[src/rtl/pdSeqPkg.sv]
package pdSeqPkg;
  typedef enum logic [1:0] {ST_RUN, ST_PARK, ST_OFF, ST_WAKE} pdState_e;

  typedef struct packed {
    logic parkReq;
    logic forcePark;
    logic wakeReq;
    logic redrive;
  } seqStrobe_t;
endpackage

[src/rtl/pdSeqCtrl.sv]
module pdSeqCtrl
  import pdSeqPkg::*;
#(
  parameter int REDRIVE_TICKS = 60000,
  parameter int WAKE_TIMEOUT  = 360000,
  parameter int FORCE_EDGES   = 4
) (
  input  logic       clk,
  input  logic       rstN,
  input  logic       pdReq,
  input  logic       cpuTrue,
  input  logic       pllLock,
  input  logic       allParked,
  input  logic       allEnabled,
  output seqStrobe_t strobe,
  output logic       oscPllStop,
  output logic       allRunning,
  output logic       wakeErr
);
  localparam int TICK_W = $clog2(WAKE_TIMEOUT + 1);
  localparam int EDGE_W = $clog2(FORCE_EDGES + 1);
  localparam logic [TICK_W-1:0] TICK_MAX = TICK_W'(WAKE_TIMEOUT);
  localparam logic [TICK_W-1:0] TICK_RDR = TICK_W'(REDRIVE_TICKS);
  localparam logic [EDGE_W-1:0] EDGE_MAX = EDGE_W'(FORCE_EDGES);

  logic pdMeta, pdSync, cpuPrev, cpuRise, pdQual;
  logic [1:0] qualCnt;
  logic [EDGE_W-1:0] parkEdges;
  logic [TICK_W-1:0] tick;
  pdState_e state, stateNext;

  // complement rises when the true phase falls
  assign cpuRise = cpuPrev & ~cpuTrue;
  assign pdQual  = (qualCnt == 2'd2);

  always_comb begin
    stateNext = state;
    case (state)
      ST_RUN:  if (pdQual)     stateNext = ST_PARK;
      ST_PARK: if (allParked)  stateNext = ST_OFF;
      ST_OFF:  if (!pdSync)    stateNext = ST_WAKE;
      ST_WAKE: if (allEnabled) stateNext = ST_RUN;
      default: stateNext = ST_RUN;
    endcase
  end

  assign strobe.parkReq   = (state == ST_PARK);
  assign strobe.forcePark = (state == ST_PARK) && (parkEdges >= EDGE_MAX);
  assign strobe.wakeReq   = (state == ST_WAKE) && pllLock;
  assign strobe.redrive   = (state == ST_WAKE) && (tick >= TICK_RDR);
  assign oscPllStop       = (state == ST_OFF);
  assign allRunning       = (state == ST_RUN);

  always_ff @(posedge clk or negedge rstN) begin
    if (!rstN) begin
      pdMeta    <= 1'b0;
      pdSync    <= 1'b0;
      cpuPrev   <= 1'b0;
      qualCnt   <= '0;
      parkEdges <= '0;
      tick      <= '0;
      wakeErr   <= 1'b0;
      state     <= ST_RUN;
    end else begin
      pdMeta  <= pdReq;
      pdSync  <= pdMeta;
      cpuPrev <= cpuTrue;
      state   <= stateNext;
      if (state != ST_RUN || !pdSync) qualCnt <= '0;
      else if (cpuRise && !pdQual)    qualCnt <= qualCnt + 2'd1;
      if (state != ST_PARK)                    parkEdges <= '0;
      else if (cpuRise && parkEdges < EDGE_MAX) parkEdges <= parkEdges + 1'b1;
      if (state != ST_WAKE)     tick <= '0;
      else if (tick < TICK_MAX) tick <= tick + 1'b1;
      if (state == ST_RUN && pdQual) wakeErr <= 1'b0;
      else if (state == ST_WAKE && tick == TICK_MAX && !allEnabled) wakeErr <= 1'b1;
    end
  end

  AST_QUAL_TWO_EDGES: assert property (@(posedge clk) disable iff (!rstN)
    (state == ST_PARK && $past(state) == ST_RUN) |-> $past(pdSync, 2));
  AST_STOP_AFTER_PARK: assert property (@(posedge clk) disable iff (!rstN)
    oscPllStop |-> allParked);
  AST_STOP_HOLDS: assert property (@(posedge clk) disable iff (!rstN)
    (oscPllStop && pdSync) |=> oscPllStop);
  AST_ERR_IN_WAKE: assert property (@(posedge clk) disable iff (!rstN)
    $rose(wakeErr) |-> $past(state) == ST_WAKE);
endmodule

[src/rtl/pdSeqPath.sv]
module pdSeqPath
  import pdSeqPkg::*;
#(
  parameter int NUM_SE   = 4,
  parameter int NUM_DIFF = 3
) (
  input  logic                clk,
  input  logic                rstN,
  input  seqStrobe_t          strobe,
  input  logic [NUM_SE-1:0]   seIn,
  input  logic [NUM_DIFF-1:0] diffIn,
  input  logic [NUM_DIFF-1:0] diffMode,
  output logic [NUM_SE-1:0]   seOut,
  output logic [NUM_DIFF-1:0] diffT,
  output logic [NUM_DIFF-1:0] diffC,
  output logic [NUM_DIFF-1:0] diffTOe,
  output logic [NUM_DIFF-1:0] diffCOe,
  output logic                allParked,
  output logic                allEnabled
);
  logic [NUM_SE-1:0]   seEn, seEnNext;
  logic [NUM_DIFF-1:0] diffEn, diffEnNext, redrv, redrvNext;

  assign allParked  = ~|seEn & ~|diffEn;
  assign allEnabled = &seEn & &diffEn;

  for (genvar i = 0; i < NUM_SE; i++) begin : gSe
    // freeze and release only while the input is low
    always_comb begin
      seEnNext[i] = seEn[i];
      if (strobe.parkReq)      seEnNext[i] = seEn[i] & seIn[i];
      else if (strobe.wakeReq) seEnNext[i] = seEn[i] | ~seIn[i];
    end
    always_ff @(posedge clk or negedge rstN) begin
      if (!rstN) begin
        seEn[i]  <= 1'b1;
        seOut[i] <= 1'b0;
      end else begin
        seEn[i]  <= seEnNext[i];
        seOut[i] <= seEnNext[i] & seIn[i];
      end
    end
    AST_SE_NO_RUNT: assert property (@(posedge clk) disable iff (!rstN)
      !seEn[i] |-> !seOut[i]);
  end

  for (genvar g = 0; g < NUM_DIFF; g++) begin : gDiff
    // park with true high, resume with true low
    always_comb begin
      diffEnNext[g] = diffEn[g];
      if (strobe.forcePark)    diffEnNext[g] = 1'b0;
      else if (strobe.parkReq) diffEnNext[g] = diffEn[g] & ~diffIn[g];
      else if (strobe.wakeReq) diffEnNext[g] = diffEn[g] | ~diffIn[g];
      redrvNext[g] = strobe.parkReq ? 1'b0 : (redrv[g] | strobe.redrive);
    end
    always_ff @(posedge clk or negedge rstN) begin
      if (!rstN) begin
        diffEn[g]  <= 1'b1;
        redrv[g]   <= 1'b0;
        diffT[g]   <= 1'b0;
        diffC[g]   <= 1'b1;
        diffTOe[g] <= 1'b1;
        diffCOe[g] <= 1'b1;
      end else begin
        diffEn[g]  <= diffEnNext[g];
        redrv[g]   <= redrvNext[g];
        diffT[g]   <= diffEnNext[g] ? diffIn[g] : 1'b1;
        diffC[g]   <= diffEnNext[g] & ~diffIn[g];
        diffTOe[g] <= diffEnNext[g] | ~diffMode[g] | redrvNext[g];
        diffCOe[g] <= diffEnNext[g];
      end
    end
    AST_PARK_TRUE_HIGH: assert property (@(posedge clk) disable iff (!rstN)
      !diffEn[g] |-> (diffT[g] && !diffC[g] && !diffCOe[g]));
    AST_MODE1_TRISTATE: assert property (@(posedge clk) disable iff (!rstN)
      (!diffEn[g] && $past(diffMode[g]) && !redrv[g]) |-> !diffTOe[g]);
  end

  AST_FORCE_DEADLINE: assert property (@(posedge clk) disable iff (!rstN)
    strobe.forcePark |=> (diffEn == '0));
endmodule

[src/rtl/clkPwrDownSeq.sv]
module clkPwrDownSeq
  import pdSeqPkg::*;
#(
  parameter int NUM_SE        = 4,
  parameter int NUM_DIFF      = 3,
  parameter int REDRIVE_TICKS = 60000,
  parameter int WAKE_TIMEOUT  = 360000,
  parameter int FORCE_EDGES   = 4
) (
  input  logic                clk,
  input  logic                rstN,
  input  logic                pdReq,
  input  logic [NUM_SE-1:0]   seIn,
  input  logic [NUM_DIFF-1:0] diffIn,
  input  logic [NUM_DIFF-1:0] diffMode,
  input  logic                pllLock,
  output logic [NUM_SE-1:0]   seOut,
  output logic [NUM_DIFF-1:0] diffT,
  output logic [NUM_DIFF-1:0] diffC,
  output logic [NUM_DIFF-1:0] diffTOe,
  output logic [NUM_DIFF-1:0] diffCOe,
  output logic                oscPllStop,
  output logic                allRunning,
  output logic                wakeErr
);
  seqStrobe_t strobe;
  logic allParked, allEnabled;

  pdSeqCtrl #(
    .REDRIVE_TICKS(REDRIVE_TICKS), .WAKE_TIMEOUT(WAKE_TIMEOUT), .FORCE_EDGES(FORCE_EDGES)
  ) uCtrl (
    .clk(clk), .rstN(rstN), .pdReq(pdReq), .cpuTrue(diffIn[0]), .pllLock(pllLock),
    .allParked(allParked), .allEnabled(allEnabled), .strobe(strobe),
    .oscPllStop(oscPllStop), .allRunning(allRunning), .wakeErr(wakeErr)
  );

  pdSeqPath #(.NUM_SE(NUM_SE), .NUM_DIFF(NUM_DIFF)) uPath (
    .clk(clk), .rstN(rstN), .strobe(strobe), .seIn(seIn), .diffIn(diffIn),
    .diffMode(diffMode), .seOut(seOut), .diffT(diffT), .diffC(diffC),
    .diffTOe(diffTOe), .diffCOe(diffCOe), .allParked(allParked), .allEnabled(allEnabled)
  );
endmodule

[config.mk]
export PLATFORM = sky130hd
export DESIGN_NAME = clkPwrDownSeq
export DESIGN_NICKNAME = d
export VERILOG_FILES = /design/src/rtl/pdSeqPkg.sv /design/src/rtl/pdSeqCtrl.sv /design/src/rtl/pdSeqPath.sv /design/src/rtl/clkPwrDownSeq.sv
export SDC_FILE = /design/constraint.sdc
export NUM_CORES = 1
export LEC_CHECK = 0
export ABC_AREA = 1
export BUFFER_PORTS_ARGS = -buffer_cell sky130_fd_sc_hd__buf_2
export CAP_MARGIN = 20
export CORE_ASPECT_RATIO = 1.75
export CORE_MARGIN = 2
export CORE_UTILIZATION = 58
export DETAILED_ROUTE_END_ITERATION = 10
export GPL_ROUTABILITY_DRIVEN = 0
export GPL_TIMING_DRIVEN = 0
export PLACE_DENSITY = 0.79
export SLEW_MARGIN = 20
export SYNTH_ARGS = -nofsm -noshare
export SYNTH_HDL_FRONTEND = slang
export SYNTH_SLANG_ARGS = --single-unit
[constraint.sdc]
create_clock -name clk -period 1.7 [get_ports clk]
set_input_delay 0.255 -clock clk [delete_from_list [all_inputs] [get_ports clk]]
set_output_delay 0.255 -clock clk [all_outputs]
set_load 0.01 [all_outputs]
# Yosys cells after proc, flatten, opt, wreduce, memory -nomap -nowiden
# Cells that the tools add are included.
# classes
add_sub_neg,3
magnitude_cmp,4
eq_ne,11
muxes,36
bitwise,43
reduce_logical,25
# op_table
cell,n
$mux 19,2
$mux 1,25
$add 19x1->19 const B,1
$eq 19x19->1 const B,1
$ge 19x16->1 const B,1
$lt 19x19->1 const B,1
$and 1x1->1,17
$or 1x1->1,16
$mux 2,6
$not 1->1,10
$reduce_bool 2->1,5
$logic_and 1x1->1,8
$pmux 2 s4,1
$reduce_and 4->1,2
$eq 2x2->1 const B,3
$mux 3,2
$ne 2x1->1 const B,3
$ne 2x2->1 const B,3
$logic_not 1->1,5
$reduce_or 4->1,1
$add 3x1->3 const B,1
$ge 3x3->1 const B,1
$lt 3x3->1 const B,1
$reduce_and 3->1,1
other kinds (5),5
# word_totals
regBits,53
output_inout_bits,19
elab_cells,153

# Logic depth before layout (Yosys ltp)
# Gate-level depths: netlist of run 1.
# depth
ltp_word,7
ltp_mapped,10
mapped_depth_nobuf,10

# By module
# From an unflattened synthesis of run 1, not the netlist that was laid out.
# hier_totals
hier_cells,363
area_unflattened_um2,2825.2
# modules_own_cells
module,n_inst,cells_each,area_per_inst_um2,seq_area_each_um2
pdSeqCtrl,1,270,1910.6,750.7
pdSeqPath,1,93,914.6,591.8

# Least setup slack after synthesis of run 1
# OpenSTA, ideal clock, no wires.
# synth_path
path_type,reg2reg
from,reg uCtrl.state[1]
to,reg uPath.diffT[2]
t_arrival_ns,1.338
path_slack_ns,0.219
stages_incl_launch_ff,8
n_path_buf,1
path_cell_list,dfrtp_1 -> inv_1 -> ha_1 -> inv_1 -> buf_2 -> a21oi_1 -> a211oi_1 -> nand2_1
# synth_via
elab_chain_cells,6
# synth_lines
element,line_no,text
start: declaration,pdSeqCtrl.sv:30,"pdState_e state, stateNext;"
start signal: assignment,pdSeqCtrl.sv:68,state <= stateNext;
$eq 2x2->1,pdSeqCtrl.sv:49,assign strobe.wakeReq = (state == ST_WAKE) && pllLock;
$logic_and 1x1->1,pdSeqCtrl.sv:49,
$mux 1,pdSeqPath.sv:53,else if (strobe.wakeReq) diffEnNext[g] = diffEn[g] | ~diffIn[g];
$mux 1,pdSeqPath.sv:52,else if (strobe.parkReq) diffEnNext[g] = diffEn[g] & ~diffIn[g];
$mux 1 (*),pdSeqPath.sv:51,if (strobe.forcePark) diffEnNext[g] = 1'b0;
named net uPath.diffEnNext[2],pdSeqPath.sv:22,"logic [NUM_DIFF-1:0] diffEn, diffEnNext, redrv, redrvNext;"
$mux 1 (*),pdSeqPath.sv:67,diffT[g] <= diffEnNext[g] ? diffIn[g] : 1'b1;
end signal: indexed assignment,pdSeqPath.sv:67,
end: declaration,pdSeqPath.sv:14,"output logic [NUM_DIFF-1:0] diffT,"
# The timed path passes the listed nets; every way through them passes the cells marked *.
# A chain may end at the register's enable or synchronous reset.

# Worst setup path in the final report of run 1
# layout_path
from,reg uCtrl.tick[12]
to,reg uCtrl.tick[9]
# layout_via
elab_chain_cells,2
# layout_lines
element,line_no,text
start: declaration,pdSeqCtrl.sv:29,logic [TICK_W-1:0] tick;
start signal: assignment,pdSeqCtrl.sv:74,else if (tick < TICK_MAX) tick <= tick + 1'b1;
$lt 19x19->1,pdSeqCtrl.sv:74,
$reduce_bool 2->1 (no source line),--,
# Every way passes these cells.

==> results.md, run 1 <==
* Share of the synthesized area in the top cell type at 36.1%
* Int Power at 2.08 mW
* Setup TNS at 0 ps
* Clock share of power at 22.4%
* Slew Limit Fails at 0
* CTS Sinks at 53
* Max Cap Viol at 0
* Half-perimeter wire length after detailed placement at 4720 µm
* Top post-synthesis cells by area: dfrtp_1, nand2_1, dfstp_2
* Final antenna-violating net count at 0
* Layout Nets at 417
* Mapped Cells at 353
* Placed cell areas at 3000 µm²
* #FFs+latches synth at 53
* Maximum vdd drop at 0.717 mV
* Worst min path class: in -> reg
* Clk pin slew, worst setup/hold paths at 90 ps
* Final setup margin at 135 ps
* CP max FO at 10
* Via density at 5.36
* Chip Width at 56.3 µm
* Endpoints failing setup at 0
* Via Count at 2402
* Fin cells at 448
* Power Dens Cells at 1010 nW/µm²
* IO Pins at 33
* P_sw at 1.10 mW
* Post-synth ARST share at 100%
* Syn_nets at 375
* Final hold vios at 0
* Max Clock Freq at 0.639 GHz
* Clk_lat worst skew at 310 ps
* Synth warn at 0
* CORE AREA at 4670 µm²
* Final min period at 1570 ps
* Leakage at 1.57 nW
* WP data required at 1890 ps
* Initial antenna violation count at 0
* Worst-margin pin slew at 656 ps
* Combinational power share at 28.3%
* Crit Path Category: reg -> reg
* Cell taking the most area after synthesis: dfrtp_1
* Vias in the first global route at 2407
* Ys flop type: dfrtp_1
* Slew margin rel. at 56.3%
* Clock Skew at 9.34 ps
* Diodes inserted at 0
* Core Rows at 33
* P&R area growth vs syn at 13.8%
* WL/cell at 14.0 µm
* Largest net degree at the start of global routing at 54
* Gr ovfl total at 0
* All-Layer GR Usage at 25.2%
* DRT Wirelength at 6290 µm
* Syn Area/Cell at 7.86 µm²
* Iter 0 DRT Violations at 71
* Most frequent cell after synthesis: nand2_1
* Layout cells sized above 1 at 19.4%
* Cell area after layout at 3160 µm²
* Die area at 5380 µm²
* Crit end category: flip-flop
* Synth cell types at 29
* WP data arrival at 1760 ps
* Placed cell count at 437
* Starting density of the core at 59.5%
* Outcome: completed
* Unrepaired setup endpoints after global routing: no
* Crit share post-route at 92.1%
* Number of detailed-route iterations in the first pass at 4
* Reg power frac at 49.3%
* Crit start category: flip-flop
* Multi-input logic area at 1210 µm²
* Global-route wire length before repair at 10500 µm
* Area occupied by registers at 1340 µm²
* TritonCTS buffer count at 5
* Root Buffer: clkbuf_8
* CTS H-tree lvls at 2
* Fillers at 410
* Post-synth EDFFs at 0
* Synthesized area at 2780 µm²
* CTS tree: built
* Drt drc at 0
* Die height at 95.5 µm
* Placement Setup Slack at -134 ps
* Clock tree buffer depth at 2
* Switching part of the total at 34.6%
* Post-synth top cells: nand2_1, inv_1, nor2_1, dfrtp_1, nand3_1
* Post-synthesis sequential area ratio at 48.4%
* Count of input and output buffers at 32
metrics by stage:
step / utilization, % / hold slack, ps / power (mW)
6_report: 67.7 / 53.4 / 3.18
5_1_grt: 67.7 / 35.3 / 3.38
4_1_cts: 66.9 / 41.0 / 3.16
3_5_place_dp: 64.4 / 329 / 2.41
3_3_place_gp: 64.3 / 340 / 2.36
2_1_floorplan: - / -40.6 / 2.10
metal layers:
| layer | up-vias | share of wire [%] | global-route usage, % |
|---|---|---|---|
| met5 | - | 0 | 0 |
| met4 | 0 | 5.0 | 14.7 |
| met3 | 26 | 3.2 | 2.99 |
| met2 | 73 | 55 | 47.0 |
| met1 | 1117 | 37 | 27.0 |
| li1 | 1186 | - | - |
registers in the layout, indices dropped and copies added, names as in the netlist, named ones only:
name,count
uCtrl.qualCnt,2
uCtrl.pdMeta,1
uCtrl.state,2
uPath.diffTOe,3
uPath.diffC,3
uCtrl.parkEdges,3
uPath.diffT,3
uCtrl.pdSync,1
uCtrl.cpuPrev,1
uPath.seOut,4
uPath.redrv,3
uCtrl.tick,19
uCtrl.wakeErr,1
uPath.diffCOe,3
power groups by stage:
stage	Clock (mW)	Combinational, mW	Sequential [mW]
detailed placement	0	0.824	1.59
global route	0.769	1.02	1.59
CTS	0.742	0.852	1.56
finish	0.711	0.901	1.57
global placement	0	0.783	1.58
floorplan	0	0.509	1.59
area by class of cell:
class / count / area share [%]
Buffer: 5 / 1.35
Clock buffer: 6 / 2.30
Clock inverter: 2 / 0.476
Inverter: 56 / 6.82
Multi-Input combinational cell: 239 / 38.5
Sequential cell: 53 / 42.6
Tap cell: 52 / 2.06
Timing Repair Buffer: 35 / 5.95
worst paths after layout:
| path | startpoint | to | slack [ps] | cells after the start |
|---|---|---|---|---|
| worst max-delay path | uCtrl.tick[12] | uCtrl.tick[9] | 130 | 8 |
| worst min-delay path | pdReq | uCtrl.pdMeta | 50 | 1 |
| worst max register to register | uCtrl.tick[12] | uCtrl.tick[9] | 130 | 8 |
| worst min register to register | uCtrl.pdMeta | uCtrl.pdSync | 360 | 0 |
| max in group asynchronous | rstN | uCtrl.tick[0] | 720 | 2 |
| min in group asynchronous | rstN | uPath.seOut[0] | 510 | 2 |
placed cells by master (no fill, tap or decap), types with 2 or more instances in the layout:
| cell type | netlist | final |
|---|---|---|
| nand2_1 | 97 | 97 |
| clkbuf_8 | 0 | 5 |
| nor3_1 | 5 | 5 |
| nand2_4 | 2 | 2 |
| nor2_1 | 41 | 40 |
| buf_4 | 2 | 5 |
| nand3_1 | 25 | 24 |
| o21ai_2 | 4 | 4 |
| nor2_2 | 1 | 2 |
| o21ai_0 | 23 | 23 |
| dfrtp_1 | 40 | 39 |
| xor2_1 | 7 | 7 |
| inv_1 | 55 | 54 |
| buf_6 | 1 | 2 |
| nand4_1 | 8 | 8 |
| clkinvlp_4 | 0 | 2 |
| a211oi_2 | 0 | 2 |
| buf_2 | 1 | 31 |
| o21bai_1 | 2 | 2 |
| dfstp_2 | 13 | 13 |
| a21oi_1 | 6 | 6 |
| ha_1 | 8 | 7 |
| nand3_2 | 1 | 2 |
kinds of logic (layout without fill, tap and decap cells):
kind of cell / Yosys count / after routing / synth area share (%)
adder cells (fa/ha/maj): 8 / 8 / 3.61
XOR/XNOR: 7 / 7 / 2.21
AND/OR/NAND/NOR: 183 / 183 / 28.1
buffers and inverters: 61 / 104 / 9.02
AO/OA/AOI/OAI: 41 / 41 / 8.66
flip-flops: 53 / 53 / 48.4
worst max-delay path: stages (launching register included):
cell and delay [ps]:
dfrtp_1 500, nand3_1 160, nor2_2 180, nand3_2 120, nand2_4 110, nand2_4 70, inv_6 100, buf_6 150
o21ai_0 70
what timing repair did:
action                                 4_1_cts  5_1_grt
setup endpoints to repair                    9       15
gates resized for setup                      5        7
pin swaps                                    0        1
cloned                                       0        0
endpoints found under the hold margin       36        0
hold buffers                                 1        0
buffers inserted                             0        2
Note: power is estimated with default switching activity, not from simulation.
==> run 2, diff against run 1 <==
--- a/config.mk
+++ b/config.mk
@@ -8,13 +8,12 @@
 export ABC_AREA = 1
 export BUFFER_PORTS_ARGS = -buffer_cell sky130_fd_sc_hd__buf_2
 export CAP_MARGIN = 20
-export CORE_ASPECT_RATIO = 1.75
 export CORE_MARGIN = 2
-export CORE_UTILIZATION = 58
+export CORE_UTILIZATION = 50
 export DETAILED_ROUTE_END_ITERATION = 10
 export GPL_ROUTABILITY_DRIVEN = 0
 export GPL_TIMING_DRIVEN = 0
-export PLACE_DENSITY = 0.79
+export PLACE_DENSITY = 0.7
 export SLEW_MARGIN = 20
 export SYNTH_ARGS = -nofsm -noshare
 export SYNTH_HDL_FRONTEND = slang
==> results.md, run 2 (synthesis results as in run 1) <==
* TritonCTS buffer count at 5 (unchanged)
* CTS tree: built (unchanged)
* CTS Sinks at 53 (unchanged)
* Root Buffer: clkbuf_8 (unchanged)
* Slew Limit Fails at 0 (unchanged)
* Placed cell areas at 3030 µm² (was 3000 µm²)
* Worst min path class: in -> reg (unchanged)
* WL/cell at 12.1 µm (was 14.0 µm)
* Cell area after layout at 3200 µm² (was 3160 µm²)
* Largest Register: uCtrl.tick (unchanged)
* Via density at 5.04 (was 5.36)
* Die height at 78.5 µm (was 95.5 µm)
* Diodes inserted at 0 (unchanged)
* P_sw at 1.09 mW (was 1.10 mW)
* Leakage at 1.59 nW (was 1.57 nW)
* Max reg flops at 19 (unchanged)
* Vias in the first global route at 2177 (was 2407)
* Gr busiest metal: met2 (unchanged)
* Via Count at 2360 (was 2402)
* Most frequent cells in the layout: nand2_1, inv_1, nor2_1, dfrtp_1, buf_2 (unchanged)
* Number of detailed-route iterations in the first pass at 4 (unchanged)
* CORE AREA at 5440 µm² (was 4670 µm²)
* Layout cells sized above 1 at 19.4% (unchanged)
* Crit share post-route at 91.5% (was 92.1%)
* GR Layer Usage met3 at 3.68% (was 2.99%)
* WP data required at 1890 ps (about the same)
* Chip Width at 78.5 µm (was 56.3 µm)
* Worst path bufs/invs at 3 (was 2)
* Registers with the most flip-flops: uCtrl.tick (19), uPath.seOut (4) (unchanged)
* Tot Pwr at 3.32 mW (was 3.18 mW)
* Worst-margin pin slew at 641 ps (was 656 ps)
* Clk pin slew, worst setup/hold paths at 100 ps (was 90 ps)
* Endpoints failing setup at 0 (unchanged)
* Crit-path max cell delay at 400 ps (was 500 ps)
* Most common cell after layout, fill and taps aside: nand2_1 (unchanged)
* Switching part of the total at 32.7% (was 34.6%)
* Power Dens Cells at 1040 nW/µm² (was 1010 nW/µm²)
* Clock share of power at 26.6% (was 22.4%)
* Starting density of the core at 51.0% (was 59.5%)
* Hold WS at 49.0 ps (was 53.4 ps)
* Max Clock Freq at 0.643 GHz (was 0.639 GHz)
* Iter 0 DRT Violations at 137 (was 71)
* Maximum vdd drop at 0.593 mV (was 0.717 mV)
* M1 GR Usage at 24.8% (was 27.0%)
* Slew margin rel. at 57.3% (was 56.3%)
* Core Rows at 27 (was 33)
* Clock tree buffer depth at 2 (unchanged)
* Clock Skew at 6.16 ps (was 9.34 ps)
* Combinational power share at 26.5% (was 28.3%)
* Largest net degree at the start of global routing at 54 (unchanged)
* Half-perimeter wire length after detailed placement at 4260 µm (was 4720 µm)
* Crit start category: flip-flop (unchanged)
* Outcome: completed (unchanged)
* Unrepaired setup endpoints after global routing: no (unchanged)
* Count of input and output buffers at 32 (unchanged)
* All-Layer GR Usage at 20.0% (was 25.2%)
* Initial antenna violation count at 0 (unchanged)
* P&R area growth vs syn at 15.3% (was 13.8%)
* Clk_lat worst skew at 310 ps (about the same)
* DRT Wirelength at 5690 µm (was 6290 µm)
* Drt drc at 0 (unchanged)
* IO Pins at 33 (unchanged)
* Cell family with most CP delay: flip-flops (was simple AND/OR/NAND/NOR gates)
* Crit Path Category: reg -> reg (unchanged)
* Met2 Resource Use GR at 33.9% (was 47.0%)
* Final hold vios at 0 (unchanged)
* Final antenna-violating net count at 0 (unchanged)
* Setup TNS at 0 ps (unchanged)
* Gr ovfl total at 0 (unchanged)
* CP max FO at 10 (unchanged)
* Reg power frac at 46.9% (was 49.3%)
* Global-route wire length before repair at 9760 µm (was 10500 µm)
* Layout Nets at 417 (unchanged)
* Max Cap Viol at 0 (unchanged)
* Crit end category: flip-flop (unchanged)
* WP data arrival at 1740 ps (was 1760 ps)
* Int Power at 2.23 mW (was 2.08 mW)
* Die area at 6160 µm² (was 5380 µm²)
* Final min period at 1560 ps (was 1570 ps)
* CTS H-tree lvls at 2 (unchanged)
* Finished Core Util at 58.8% (was 67.7%)
* Critical-path cell list: inv_1, ha_2, inv_2, buf_4, a21oi_1, a211oi_2, nand2_1 (was nand3_1, nor2_2, nand3_2, nand2_4, nand2_4, inv_6, buf_6, o21ai_0)
* CP max stage cell: dfrtp_1 (unchanged)
==> run 2: final timing paths <==
path	startpoint	to	slack, ps	cells after the start
setup / recovery	uCtrl.state[1]	uPath.diffT[2]	140	7
hold / removal	pdReq	uCtrl.pdMeta	50	1
setup reg to reg	uCtrl.state[1]	uPath.diffT[2]	140	7
hold reg to reg	uCtrl.pdMeta	uCtrl.pdSync	360	0
max in group asynchronous	rstN	uCtrl.tick[0]	740	2
min in group asynchronous	rstN	uCtrl.tick[5]	500	2
==> run 2: repair_timing <==
action                                 in CTS  in global routing
setup endpoints to repair                   8                 13
pin swaps                                   0                  1
buffers inserted                            0                  2
hold buffers                                1                  0
gates resized for setup                     3                  7
endpoints found under the hold margin      37                  0
==> run 2: worst register-to-register path, delay by kind of cell (launching register included) <==
kind | cells | cell delay, ps
compound gates | 2 | 370
fa+ha+maj | 1 | 210
simple gates | 1 | 100
buf+inv | 3 | 350
flops | 1 | 400
==> run 2: power by group through the flow <==
stage	sequential (mW)	clock, mW	combinational [mW]
after floorplan	1.59	0	0.509
after global placement	1.58	0	0.782
after detailed placement	1.58	0	0.814
after CTS	1.56	0.917	0.829
after global routing	1.58	0.974	0.993
final	1.56	0.883	0.879
==> run 2: cell type report <==
cell class / count / area, µm²
buffer: 5 / 38.8
clock buffer: 5 / 68.8
clock inverter: 3 / 50.0
fill: 509 / 2240
inverter: 56 / 215
multi-input combinational: 239 / 1200
sequential: 53 / 1340
tap: 72 / 90.1
timing repair buffer: 35 / 188
==> run 2: metal layers <==
| metal | vias to the layer above | share of wire, % |
|---|---|---|
| met5 | - | 0 |
| met4 | 0 | 2.4 |
| met3 | 13 | 3.6 |
| met2 | 57 | 50 |
| met1 | 1097 | 44 |
| li1 | 1193 | - |
==> run 2: stage by stage <==
step | setup WS (ps) | cells
CTS | 3.89 | 466
detailed placement | -65.1 | 457
floorplan | 219 | 353
global placement | -55.4 | 457
finish | 144 | 468
global route | 8.16 | 468
